==> src/rtl/qec_pkg.sv <==
package qec_pkg;
  localparam int NUM_COND = 13;
  localparam int NUM_PIN  = 3;
  localparam int PIN_A = 0;
  localparam int PIN_B = 1;
  localparam int PIN_T = 2;
  localparam int PRE_W = 6;

  // sample-tick mask for filter clock select 0..3 -> 1,4,16,64
  function automatic logic [PRE_W-1:0] tick_mask(input logic [1:0] sel);
    case (sel)
      2'd0:    return 6'h00;
      2'd1:    return 6'h03;
      2'd2:    return 6'h0F;
      default: return 6'h3F;
    endcase
  endfunction
endpackage

==> src/rtl/qec_filter.sv <==
module qec_filter #(
  parameter int SAMPLES = 3
) (
  input  logic       clk,
  input  logic       rst_n,
  input  logic       din,
  input  logic       flt_on,
  input  logic [1:0] sel,
  output logic       dout
);
  import qec_pkg::*;

  logic                 sy1, sy2;
  logic [SAMPLES-2:0]   hist;
  logic                 held;
  logic [PRE_W-1:0]     pre;
  logic                 tick;
  logic                 all_hi, all_lo;

  assign tick   = ((pre & tick_mask(sel)) == '0);
  assign all_hi = &{hist, sy2};
  assign all_lo = ~|{hist, sy2};

  always_ff @(posedge clk) begin
    if (!rst_n) begin
      sy1  <= 1'b0;
      sy2  <= 1'b0;
      hist <= '0;
      held <= 1'b0;
      pre  <= '0;
    end else begin
      sy1 <= din;
      sy2 <= sy1;
      pre <= pre + 1'b1;
      if (tick) begin
        hist <= {hist[SAMPLES-3:0], sy2};
        if (all_hi)      held <= 1'b1;
        else if (all_lo) held <= 1'b0;
      end
    end
  end

  assign dout = flt_on ? held : sy2;


  filt_hold_chk: assert property (@(posedge clk) disable iff (!rst_n)
    !tick |=> $stable(held));

  filt_accept_chk: assert property (@(posedge clk) disable iff (!rst_n)
    (tick && all_hi) |=> held);
endmodule

==> src/rtl/qec_cond.sv <==
module qec_cond (
  input  logic                          clk,
  input  logic                          rst_n,
  input  logic                          lvl_a,
  input  logic                          lvl_b,
  input  logic                          lvl_t,
  input  logic                          evt,
  input  logic                          n_ovf,
  input  logic                          n_unf,
  input  logic [qec_pkg::NUM_COND-1:0]  inc_mask,
  input  logic [qec_pkg::NUM_COND-1:0]  dec_mask,
  output logic                          up,
  output logic                          dn
);
  import qec_pkg::*;

  logic a_q, b_q, t_q;
  logic a_r, a_f, b_r, b_f, t_r, t_f;
  logic [NUM_COND-1:0] cond;

  always_ff @(posedge clk) begin
    if (!rst_n) begin
      a_q <= 1'b0;
      b_q <= 1'b0;
      t_q <= 1'b0;
    end else begin
      a_q <= lvl_a;
      b_q <= lvl_b;
      t_q <= lvl_t;
    end
  end

  assign a_r = lvl_a & ~a_q;
  assign a_f = ~lvl_a & a_q;
  assign b_r = lvl_b & ~b_q;
  assign b_f = ~lvl_b & b_q;
  assign t_r = lvl_t & ~t_q;
  assign t_f = ~lvl_t & t_q;

  always_comb begin
    cond[0]  = b_r & ~a_q;
    cond[1]  = b_f & ~a_q;
    cond[2]  = b_r &  a_q;
    cond[3]  = b_f &  a_q;
    cond[4]  = a_r & ~b_q;
    cond[5]  = a_f & ~b_q;
    cond[6]  = a_r &  b_q;
    cond[7]  = a_f &  b_q;
    cond[8]  = t_r;
    cond[9]  = t_f;
    cond[10] = evt;
    cond[11] = n_ovf;
    cond[12] = n_unf;
  end

  assign up = |(cond & inc_mask);
  assign dn = |(cond & dec_mask);


  b_edge_onehot_chk: assert property (@(posedge clk) disable iff (!rst_n)
    $onehot0(cond[3:0]));

  a_edge_onehot_chk: assert property (@(posedge clk) disable iff (!rst_n)
    $onehot0(cond[7:4]));
endmodule

==> src/rtl/qec_count.sv <==
module qec_count #(
  parameter int CW = 16
) (
  input  logic          clk,
  input  logic          rst_n,
  input  logic          up,
  input  logic          dn,
  input  logic          load_en,
  input  logic [CW-1:0] load_val,
  output logic [CW-1:0] count,
  output logic          ovf,
  output logic          unf
);
  localparam logic [CW-1:0] MAXV = {CW{1'b1}};

  logic step_up, step_dn;
  assign step_up = up & ~dn;
  assign step_dn = dn & ~up;

  function automatic logic [CW-1:0] next_count(input logic [CW-1:0] c,
                                               input logic u, input logic d);
    if (u)      return c + 1'b1;
    else if (d) return c - 1'b1;
    else        return c;
  endfunction

  always_ff @(posedge clk) begin
    if (!rst_n) begin
      count <= '0;
      ovf   <= 1'b0;
      unf   <= 1'b0;
    end else if (load_en) begin
      count <= load_val;
      ovf   <= 1'b0;
      unf   <= 1'b0;
    end else begin
      count <= next_count(count, step_up, step_dn);
      ovf   <= step_up && (count == MAXV);
      unf   <= step_dn && (count == '0);
    end
  end


  ovf_wrap_chk: assert property (@(posedge clk) disable iff (!rst_n)
    ovf |-> (count == '0 && $past(count) == MAXV));

  unf_wrap_chk: assert property (@(posedge clk) disable iff (!rst_n)
    unf |-> (count == MAXV && $past(count) == '0));

  wrap_excl_chk: assert property (@(posedge clk) disable iff (!rst_n)
    !(ovf && unf));

  cancel_chk: assert property (@(posedge clk) disable iff (!rst_n)
    (up && dn && !load_en) |=> $stable(count));

  load_chk: assert property (@(posedge clk) disable iff (!rst_n)
    load_en |=> (count == $past(load_val) && !ovf && !unf));
endmodule

==> src/rtl/quad_event_counter.sv <==
module quad_event_counter #(
  parameter int CW      = 16,
  parameter int SAMPLES = 3
) (
  input  logic                          clk,
  input  logic                          rst_n,
  input  logic                          enc_a,
  input  logic                          enc_b,
  input  logic                          trig_in,
  input  logic                          evt_in,
  input  logic                          nbr_ovf,
  input  logic                          nbr_unf,
  input  logic [qec_pkg::NUM_PIN-1:0]   flt_en,
  input  logic [1:0]                    flt_sel_a,
  input  logic [1:0]                    flt_sel_b,
  input  logic [1:0]                    flt_sel_t,
  input  logic [qec_pkg::NUM_COND-1:0]  inc_mask,
  input  logic [qec_pkg::NUM_COND-1:0]  dec_mask,
  input  logic                          load_en,
  input  logic [CW-1:0]                 load_val,
  output logic [CW-1:0]                 count,
  output logic                          ovf,
  output logic                          unf
);
  import qec_pkg::*;

  logic [NUM_PIN-1:0] pin_raw, pin_lvl;
  logic [1:0]         pin_sel [NUM_PIN];
  logic               step_up, step_dn;

  assign pin_raw[PIN_A] = enc_a;
  assign pin_raw[PIN_B] = enc_b;
  assign pin_raw[PIN_T] = trig_in;
  assign pin_sel[PIN_A] = flt_sel_a;
  assign pin_sel[PIN_B] = flt_sel_b;
  assign pin_sel[PIN_T] = flt_sel_t;

  for (genvar g = 0; g < NUM_PIN; g++) begin : g_flt
    qec_filter #(.SAMPLES(SAMPLES)) u_flt (
      .clk    (clk),
      .rst_n  (rst_n),
      .din    (pin_raw[g]),
      .flt_on (flt_en[g]),
      .sel    (pin_sel[g]),
      .dout   (pin_lvl[g])
    );
  end

  qec_cond u_cond (
    .clk      (clk),
    .rst_n    (rst_n),
    .lvl_a    (pin_lvl[PIN_A]),
    .lvl_b    (pin_lvl[PIN_B]),
    .lvl_t    (pin_lvl[PIN_T]),
    .evt      (evt_in),
    .n_ovf    (nbr_ovf),
    .n_unf    (nbr_unf),
    .inc_mask (inc_mask),
    .dec_mask (dec_mask),
    .up       (step_up),
    .dn       (step_dn)
  );

  qec_count #(.CW(CW)) u_cnt (
    .clk      (clk),
    .rst_n    (rst_n),
    .up       (step_up),
    .dn       (step_dn),
    .load_en  (load_en),
    .load_val (load_val),
    .count    (count),
    .ovf      (ovf),
    .unf      (unf)
  );
endmodule

==> config.mk <==
export PLATFORM = sky130hd
export DESIGN_NAME = quad_event_counter
export DESIGN_NICKNAME = d
export VERILOG_FILES = /design/src/rtl/qec_pkg.sv /design/src/rtl/qec_filter.sv /design/src/rtl/qec_cond.sv /design/src/rtl/qec_count.sv /design/src/rtl/quad_event_counter.sv
export SDC_FILE = /design/constraint.sdc
export NUM_CORES = 1
export LEC_CHECK = 0
export CAP_MARGIN = 10
export CORE_MARGIN = 10
export CORE_UTILIZATION = 31
export DETAILED_ROUTE_END_ITERATION = 8
export GPL_TIMING_DRIVEN = 0
export SETUP_SLACK_MARGIN = 0.05
export SLEW_MARGIN = 20
export SYNTH_ARGS = -nofsm -noshare
export SYNTH_HDL_FRONTEND = slang
export SYNTH_SLANG_ARGS = --single-unit
==> constraint.sdc <==
create_clock -name clk -period 5.3 [get_ports clk]
set_clock_uncertainty 0.15 [all_clocks]
set_input_delay 1.06 -clock clk [delete_from_list [all_inputs] [get_ports clk]]
set_output_delay 1.06 -clock clk [all_outputs]
set_load 0.02 [all_outputs]
== Yosys cells after proc, flatten, opt, wreduce, memory -nomap -nowiden ==
Cells that the tools add are included.
Operators by class
  add/sub/neg operators: 5
  equal/unequal tests: 10
  mux-type cells: 15
  bitwise gates (word level): 30
  reductions and logical operators: 22
Operators by type and width (count)
  $pmux W6 S3: 3
  $mux W16: 3
  $and A13 B13 Y13: 2
  $reduce_or A13 Y1: 2
  $add A6 B1 Y6 const B: 3
  $and A6 B6 Y6: 3
  $logic_not A6 Y1: 3
  $add A16 B1 Y16 const B: 1
  $and A1 B1 Y1: 16
  $eq A16 B16 Y1 const B: 1
  $logic_not A16 Y1: 1
  $sub A16 B1 Y16 const B: 1
  $mux W1: 9
  $not A1 Y1: 9
  $reduce_and A3 Y1: 3
  $reduce_or A3 Y1: 3
  $eq A2 B1 Y1 const B: 3
  $eq A2 B2 Y1 const B: 3
  $logic_not A2 Y1: 3
  $ne A2 B1 Y1 const B: 3
  $reduce_and A2 Y1: 3
  $reduce_bool A3 Y1: 1
  $logic_and A1 B1 Y1: 2
  $reduce_or A2 Y1: 1
Storage, ports and cells
  register bits after elaboration: 54
  input bits: 60
  output and inout port bits: 18

== Depth between registers and ports, before layout ==
Gate-level depths: netlist (run 1).
  depth after elaboration: 11
  depth in mapped cells: 16
  depth with buffers taken out: 15

== By module ==
A second synthesis (run 1) with hierarchy kept.
Second synthesis, totals
  cells, all modules: 381
  area, all modules: 3253.1 sq um
Modules (own cells, without submodules)
  qec_count: instances 1, cells each 206, area each 1619.1 sq um, seq. area each 360.3 sq um
  qec_filter: instances 3, cells each 44, area each 441.7 sq um, seq. area each 220.2 sq um
  qec_cond: instances 1, cells each 43, area each 309.0 sq um, seq. area each 60.1 sq um

== Least setup slack after synthesis (run 1) ==
Ideal clock, no wire load.
  path type: in2reg
  start point: input flt_en[1] in the netlist's numbering
  end point: register u_cnt.count[15]
  library setup time: 119 ps
  arrival: 4442 ps
  data required time: 5031 ps
  slack: 589 ps
  stages: 14
  cells stage by stage: mux2i_2 nor2_1 a2111oi_0 o2111ai_1 or2_2 ha_1 a211oi_1 o21bai_1 a211oi_1 a31oi_1 a221oi_1 mux2i_1 xnor2_1 o21ai_1
Between the ends
  cells in the longest elaborated chain, start to end: 10
  elaborated cells between the ends (all ways): 19
  those cells by class: mux: 3; bitwise: 13; reduce/logical: 3
RTL lines
  from (decl): line quad_event_counter.sv:13  | input logic [qec_pkg::NUM_PIN-1:0] flt_en,
  $mux W1 (*): line qec_filter.sv:43  | assign dout = flt_on ? held : sy2;
  $not A1 Y1: line qec_cond.sv:36  | assign b_f = ~lvl_b & b_q;
  $and A1 B1 Y1: line qec_cond.sv:36
  $and A1 B1 Y1, on equally long branches: line qec_cond.sv:42, qec_cond.sv:44
  $and A13 B13 Y13: line qec_cond.sv:57  | assign dn = |(cond & dec_mask);
  $reduce_or A13 Y1: line qec_cond.sv:57
  $not A1 Y1: line qec_count.sv:17  | assign step_up = up & ~dn;
  $and A1 B1 Y1: line qec_count.sv:17
  $mux W16: line qec_count.sv:22  | if (u) return c + 1'b1;
  $mux W16: line qec_count.sv:32  | end else if (load_en) begin
  to (signal assigned): line qec_count.sv:33  | count <= load_val;
  to (signal assigned): line qec_count.sv:37  | count <= next_count(count, step_up, step_dn);
  to (decl): line qec_count.sv:10  | output logic [CW-1:0] count,
Every way passes the cells marked *; elsewhere a longest branch is shown, timed or not.
A chain may end at the register's enable or synchronous reset.

== Final worst setup path (run 1) ==
Same ends and word-level chain as after synthesis.

==> results.yml, run 1 <==
logic_synthesis:
  syn-num-nets: 425
  synth-edff-count: 0
  synth_top_family_by_area: "compound AO/OA/AOI/OAI gates"
  synth_compound_area_share_pct: 21.4
  ys_ff_latch: 54
  yosysWarnings: 0
  syn_inst: 346
  ys_types: 50
  synth_flop_cell: "dfxtp_1"
  synth-xor-area-share_pct: 7.11
  synth.area.top_cells: "dfxtp_1, ha_1, xnor2_1"
  synth_top_area_share_pct: 35.3
  synth.most_common_cell: "dfxtp_1"
  synthArstFlopShare_pct: 0
  muxShareOfSynthArea_pct: 5.56
  synthAdderAreaFrac_pct: 8.01
  synth_common_cells: "dfxtp_1, a21oi_1, o21ai_0"
  netlist_area_um2: 3060
  seq_area_frac_synth_pct: 35.3
  synth.avg_cell_area_um2: 8.85
  yosys.area_share.simple_pct: 19.9
  yosysTopAreaCell: "dfxtp_1"
final_layout:
  synthToLayoutAreaGrowth_pct: 36.0
  final_cells: 567
  drive_gt1_share_pct: 6.22
  nNetsFinal: 512
  num_antenna_cells: 0
  fill_cells: 949
critical_path:
  critPathMaxFanout: 7
  reg2reg_from: "u_cond.b_q"
  crit_chain: "clkdlybuf4s50_1 -> mux2i_4 -> nor2_1 -> a2111oi_2 -> o2111ai_2 -> or2_4 -> ha_1 -> and3_1 -> and3_1 -> a211oi_4 -> a31oi_1 -> a221oi_2 -> mux2i_1 -> xnor2_1 -> o21ai_1"
  cp-end-kind: "flop"
  crit_top_cell: "and3_1"
  rrSetupSlack_ns: 1.03
  critPathBufInv: 1
  cpMaxStageDelayCell: "clkdlybuf4s50_1"
  reg2regPathDepth: 15
  critPathArrivalTime_ns: 5.13
  critPathKind: "in -> reg"
  crit_family: "compound AO/OA/AOI/OAI gates"
  start_kind: "primary input"
  r2r_end: "u_cnt.count[15]"
  critPathMaxStageDelay_ns: 0.56
  cp.required_ns: 5.36
global_route:
  grt_max_degree: 19
  antenna_found_initial: 0
  grt_pass1_wl_mm: 14.2
  grt_overflow: 0
  grt_pass1_vias: 2814
  grtUsageTotal_pct: 11.9
sta:
  final_hold_viol_count: 0
  finalSetupViolations: 0
  timing.final.max_slew_violations: 0
  fin_crit_ns: 5.07
  fin_crit_sh_pct: 95.7
  slew_headroom_pct: 61.2
  fmax_ghz: 0.197
  rsz0062_at_grt: "true"
  tightest_slew_ns: 0.582
clock_network:
  cts_buffers: 5
  cts_num_sinks: 54
  cts_tree: "built"
  clock_latency_ns: 0.31
  cts_root_buffer: "clkbuf_8"
  clk_pin_slew_ns: 0.10
  h-tree-depth: 2
  cts_buffer_depth: 2
flow_run:
  cap_viol_max_count: 0
min_path:
  hold_end: "g_flt[1].u_flt.sy2"
  hp-start: "g_flt[1].u_flt.sy1"
  min_path_cells: 1
  hp-class: "reg -> reg"
floorplan:
  core_region_area_um2: 9680
  ioPinCount: 78
  start_util_pct: 31.6
  die_w_um: 119
  die_area_um2: 14300
  die_h_um: 119
  rows: 36
run_status:
  status: "finished, final reports clean"
routing:
  dr.first_iter.drc_count: 110
  viasPerCell: 5.01
  drc: 0
  firstDrtPassIters: 4
  vias: 2839
  wl_per_cell_um: 15.6
  ant_nets: 0
  wl_mm: 8.85
placement:
  hpwlAfterDp_mm: 6.77
  io_buffer_count: 75
  routabilityCongestion: 0.871
  placed_cells: 554
pwr:
  cellLeakagePower_uw: 0.00165
  p_per_area_nw_per_um2: 278
  worst_ir_drop_vdd_uv: 142
  p_total_uw: 1160
-- cell type report --
| class | count | area (um2) | share of cell area [%] |
|---|---|---|---|
| Buffer | 12 | 56.3 | 1.35 |
| Clock buffer | 5 | 68.8 | 1.65 |
| Clock inverter | 3 | 25.0 | 0.601 |
| Inverter | 7 | 26.3 | 0.631 |
| Multi-Input combinational cell | 274 | 1960 | 47.1 |
| Sequential cell | 54 | 1080 | 25.9 |
| Tap cell | 133 | 166 | 3.99 |
| Timing Repair Buffer | 79 | 781 | 18.7 |
-- report_power, final --
| part | total, uW | leakage [uW] | switching (uW) | internal (uW) |
|---|---|---|---|---|
| clock | 240 | 0.0000447 | 144 | 95.8 |
| combinational | 451 | 0.00117 | 229 | 222 |
| sequential | 468 | 0.000443 | 35.0 | 433 |
-- routing by layer --
| metal | vias to the layer above | global-route usage, % | share of wire (%) |
|---|---|---|---|
| li1 | 1436 | - | - |
| met1 | 1317 | 15.4 | 46 |
| met2 | 82 | 19.6 | 47 |
| met3 | 4 | 2.41 | 6.5 |
| met4 | 0 | 3.54 | 0.77 |
| met5 | - | 0 | 0 |
-- cells in the final DEF, fill, tap and decap left out, types with 4 or more instances in the layout --
master and count:
o21ai_0 23, nor4_1 5, and2_1 19, nor2b_1 17
dfxtp_1 54, xnor2_1 15, a21oi_1 26, clkdlybuf4s50_1 75
inv_1 7, o21a_1 4, and3_1 10, o31ai_1 7
clkbuf_1 10, xor2_1 8, o21ai_1 4, nand3_1 17
mux2i_1 12, nor2_1 17, buf_4 5, ha_1 18
o211a_1 5, clkbuf_8 5, a21o_1 5, nand2_1 14
-- metrics by stage --
stage                     setup slack, ns  utilization (%)  setup TNS [ns]  hold slack (ns)  area (um2)
after global routing               0.0284             43.0               0            0.323        4170
final                               0.229             43.0               0            0.296        4170
after global placement             -0.662             41.1           -2.07            0.271        3980
after CTS                          0.0708             42.2               0            0.303        4090
after floorplan                     0.589                -               0            0.262        3060
after detailed placement           -0.722             41.1           -2.43            0.278        3980
-- cell families after synthesis --
group           count (synthesis)
compound gates                101
mux                            16
fa+ha+maj                      19
simple gates                  113
buf+inv                        19
flops                          54
xor+xnor                       24
-- registers in the layout (all words and copies together) (netlist names) --
signal and flops:
g_flt.u_flt.pre 18, u_cnt.count 16, g_flt.u_flt.hist 6, g_flt.u_flt.held 3
g_flt.u_flt.sy1 3, g_flt.u_flt.sy2 3, u_cnt.ovf 1, u_cnt.unf 1
u_cond.a_q 1, u_cond.b_q 1, u_cond.t_q 1
-- how the worst max path moves through the flow --
stage / start / end / slack, ns / depth (start not counted)
floorplan: flt_en[1] / u_cnt.count[15] / 0.59 / 14
global placement: flt_en[0] / u_cnt.count[15] / -0.66 / 15
detailed placement: flt_en[1] / u_cnt.count[15] / -0.72 / 15
CTS: flt_en[1] / u_cnt.count[15] / 0.07 / 15
global route: flt_en[1] / u_cnt.count[15] / 0.03 / 15
finish: flt_en[1] / u_cnt.count[15] / 0.23 / 15
-- worst reg2reg max path, delay by kind of cell (launching register included) --
family | cells | cell delay (ns)
compound gates | 6 | 1.48
simple gates | 4 | 0.87
mux | 2 | 0.49
fa+ha+maj | 1 | 0.36
buf+inv | 1 | 0.34
flops | 1 | 0.32
xor+xnor | 1 | 0.15
-- timing repair --
action	in CTS	in global routing
endpoints found under the setup margin	5	3
gates resized for setup	2	9
cloned	0	1
buffers inserted	1	3
pin swaps	2	1
hold buffers	0	0
Power figures use the tool's default switching activity.
==> run 2: changes to the inputs <==
SETUP_SLACK_MARGIN = 0.15   (was 0.05)
==> results.yml, run 2 (synthesis gave the netlist of run 1 again) <==
sta:
  finalSetupViolations: 0
  fmax_ghz: 0.205
  final_hold_viol_count: 0
  timing.final.max_slew_violations: 0
  tightest_slew_ns: 0.579
  fin_crit_sh_pct: 92.0
  whs_ns: 0.297
  rsz0062_at_grt: "false"
  slew_headroom_pct: 61.4
  fin_crit_ns: 4.88
routing:
  viasPerCell: 5.00
  drc: 0
  dr.first_iter.drc_count: 111
  vias: 2843
  wl_per_cell_um: 15.7
  wl_mm: 8.92
  firstDrtPassIters: 4
  ant_nets: 0
clock_network:
  cts_tree: "built"
  cts_buffers: 5
  cts_root_buffer: "clkbuf_8"
  h-tree-depth: 2
  cts_buffer_depth: 2
  cts_num_sinks: 54
  clk_pin_slew_ns: 0.11
  hold_buffers: 0
  clock_latency_ns: 0.31
final_layout:
  largest_registers: "g_flt.u_flt.pre x18, u_cnt.count x16, g_flt.u_flt.hist x6"
  layout_common_cells: "clkdlybuf4s50_1, dfxtp_1, a21oi_1"
  nNetsFinal: 514
  regMostFlops: "g_flt.u_flt.pre"
  drive_gt1_share_pct: 6.88
  finalInstanceArea_um2: 4180
  synthToLayoutAreaGrowth_pct: 36.5
  final_common_cell: "clkdlybuf4s50_1"
  largest_reg_flops: 18
  num_antenna_cells: 0
  postLayoutCoreUtil_pct: 43.2
global_route:
  grt_max_degree: 19
  antenna_found_initial: 0
  grt_pass1_vias: 2839
  grt_overflow: 0
  grtUsageTotal_pct: 12.0
  grt_pass1_wl_mm: 14.2
min_path:
  hp-class: "reg -> reg"
  min_path_cells: 1
critical_path:
  cp-end-kind: "flop"
  critPathMaxStageDelay_ns: 0.53
  critPathBufInv: 1
  cp.required_ns: 5.36
  start_kind: "primary input"
  critPathArrivalTime_ns: 4.94
  reg2regPathDepth: 15
  critPathKind: "in -> reg"
  crit_family: "compound AO/OA/AOI/OAI gates"
  crit_chain: "clkdlybuf4s50_1 -> mux2i_4 -> nor2_1 -> a2111oi_2 -> o2111ai_2 -> or2_4 -> ha_1 -> and3_1 -> and3_1 -> a211oi_4 -> a31oi_2 -> a221oi_2 -> mux2i_1 -> xnor2_1 -> o21ai_1"
  critPathMaxFanout: 6
  worst-path-stages: 15
  crit_top_cell: "and3_1"
  cpMaxStageDelayCell: "clkdlybuf4s50_1"
pwr:
  power_frac_seq_pct: 40.1
  clkPwrFrac_pct: 20.6
  p_per_area_nw_per_um2: 279
  worst_ir_drop_vdd_uv: 143
  cellLeakagePower_uw: 0.00166
  comb_power_share_pct: 39.3
  netSwitchingFraction_pct: 35.3
  p_total_uw: 1170
  intPower_uw: 756
  p_switching_uw: 412
floorplan:
  start_util_pct: 31.6
  die_area_um2: 14300
  ioPinCount: 78
  rows: 36
  core_region_area_um2: 9680
  die_h_um: 119
  die_w_um: 119
flow_run:
  cap_viol_max_count: 0
placement:
  io_buffer_count: 75
  routabilityCongestion: 0.871
  hpwlAfterDp_mm: 6.77
  dpl_cell_area_um2: 3980
run_status:
  status: "finished, final reports clean"
==> run 2: metal layers <==
layer  wire (um)  global-route usage, %  vias up
li1            -                      -     1441
met1        4140                   15.4     1317
met2        4140                   19.8       80
met3         564                   2.41        5
met4          77                   3.54        0
met5           0                      0        -
==> run 2: per-stage QoR <==
step / worst slack [ns] / TNS, ns / instances
floorplan: 0.589 / 0 / 346
global placement: -0.662 / -2.07 / 554
detailed placement: -0.722 / -2.43 / 554
CTS: 0.189 / 0 / 566
global route: 0.176 / 0 / 569
finish: 0.423 / 0 / 569
==> run 2: final timing paths <==
check,startpoint,to,slack (ns)
worst min register to register,g_flt[1].u_flt.sy1,g_flt[1].u_flt.sy2,0.30
worst min-delay path,g_flt[1].u_flt.sy1,g_flt[1].u_flt.sy2,0.30
worst max-delay path,flt_en[0],u_cnt.count[15],0.42
worst max register to register,u_cond.b_q,u_cnt.count[15],1.20
==> run 2: what timing repair did <==
action                     CTS  global route
gates resized for setup      4             8
pin swaps                    3             4
setup buffers                4             2
gates cloned                 0             1
setup endpoints to repair    5             3
==> run 2: power groups by stage <==
stage	sequential [uW]	clock (uW)	combinational, uW
3_5_place_dp	476	0	428
2_1_floorplan	487	0	268
5_1_grt	473	267	508
4_1_cts	467	252	438
3_3_place_gp	476	0	421
6_report	468	241	458
==> run 2: area by class of cell <==
class | count | area, um2
Fill cell | 942 | 5500
Multi-Input combinational cell | 274 | 1960
Sequential cell | 54 | 1080
Timing Repair Buffer | 81 | 796
Tap cell | 133 | 166
Clock buffer | 5 | 68.8
Buffer | 12 | 56.3
Inverter | 7 | 26.3
Clock inverter | 3 | 25.0
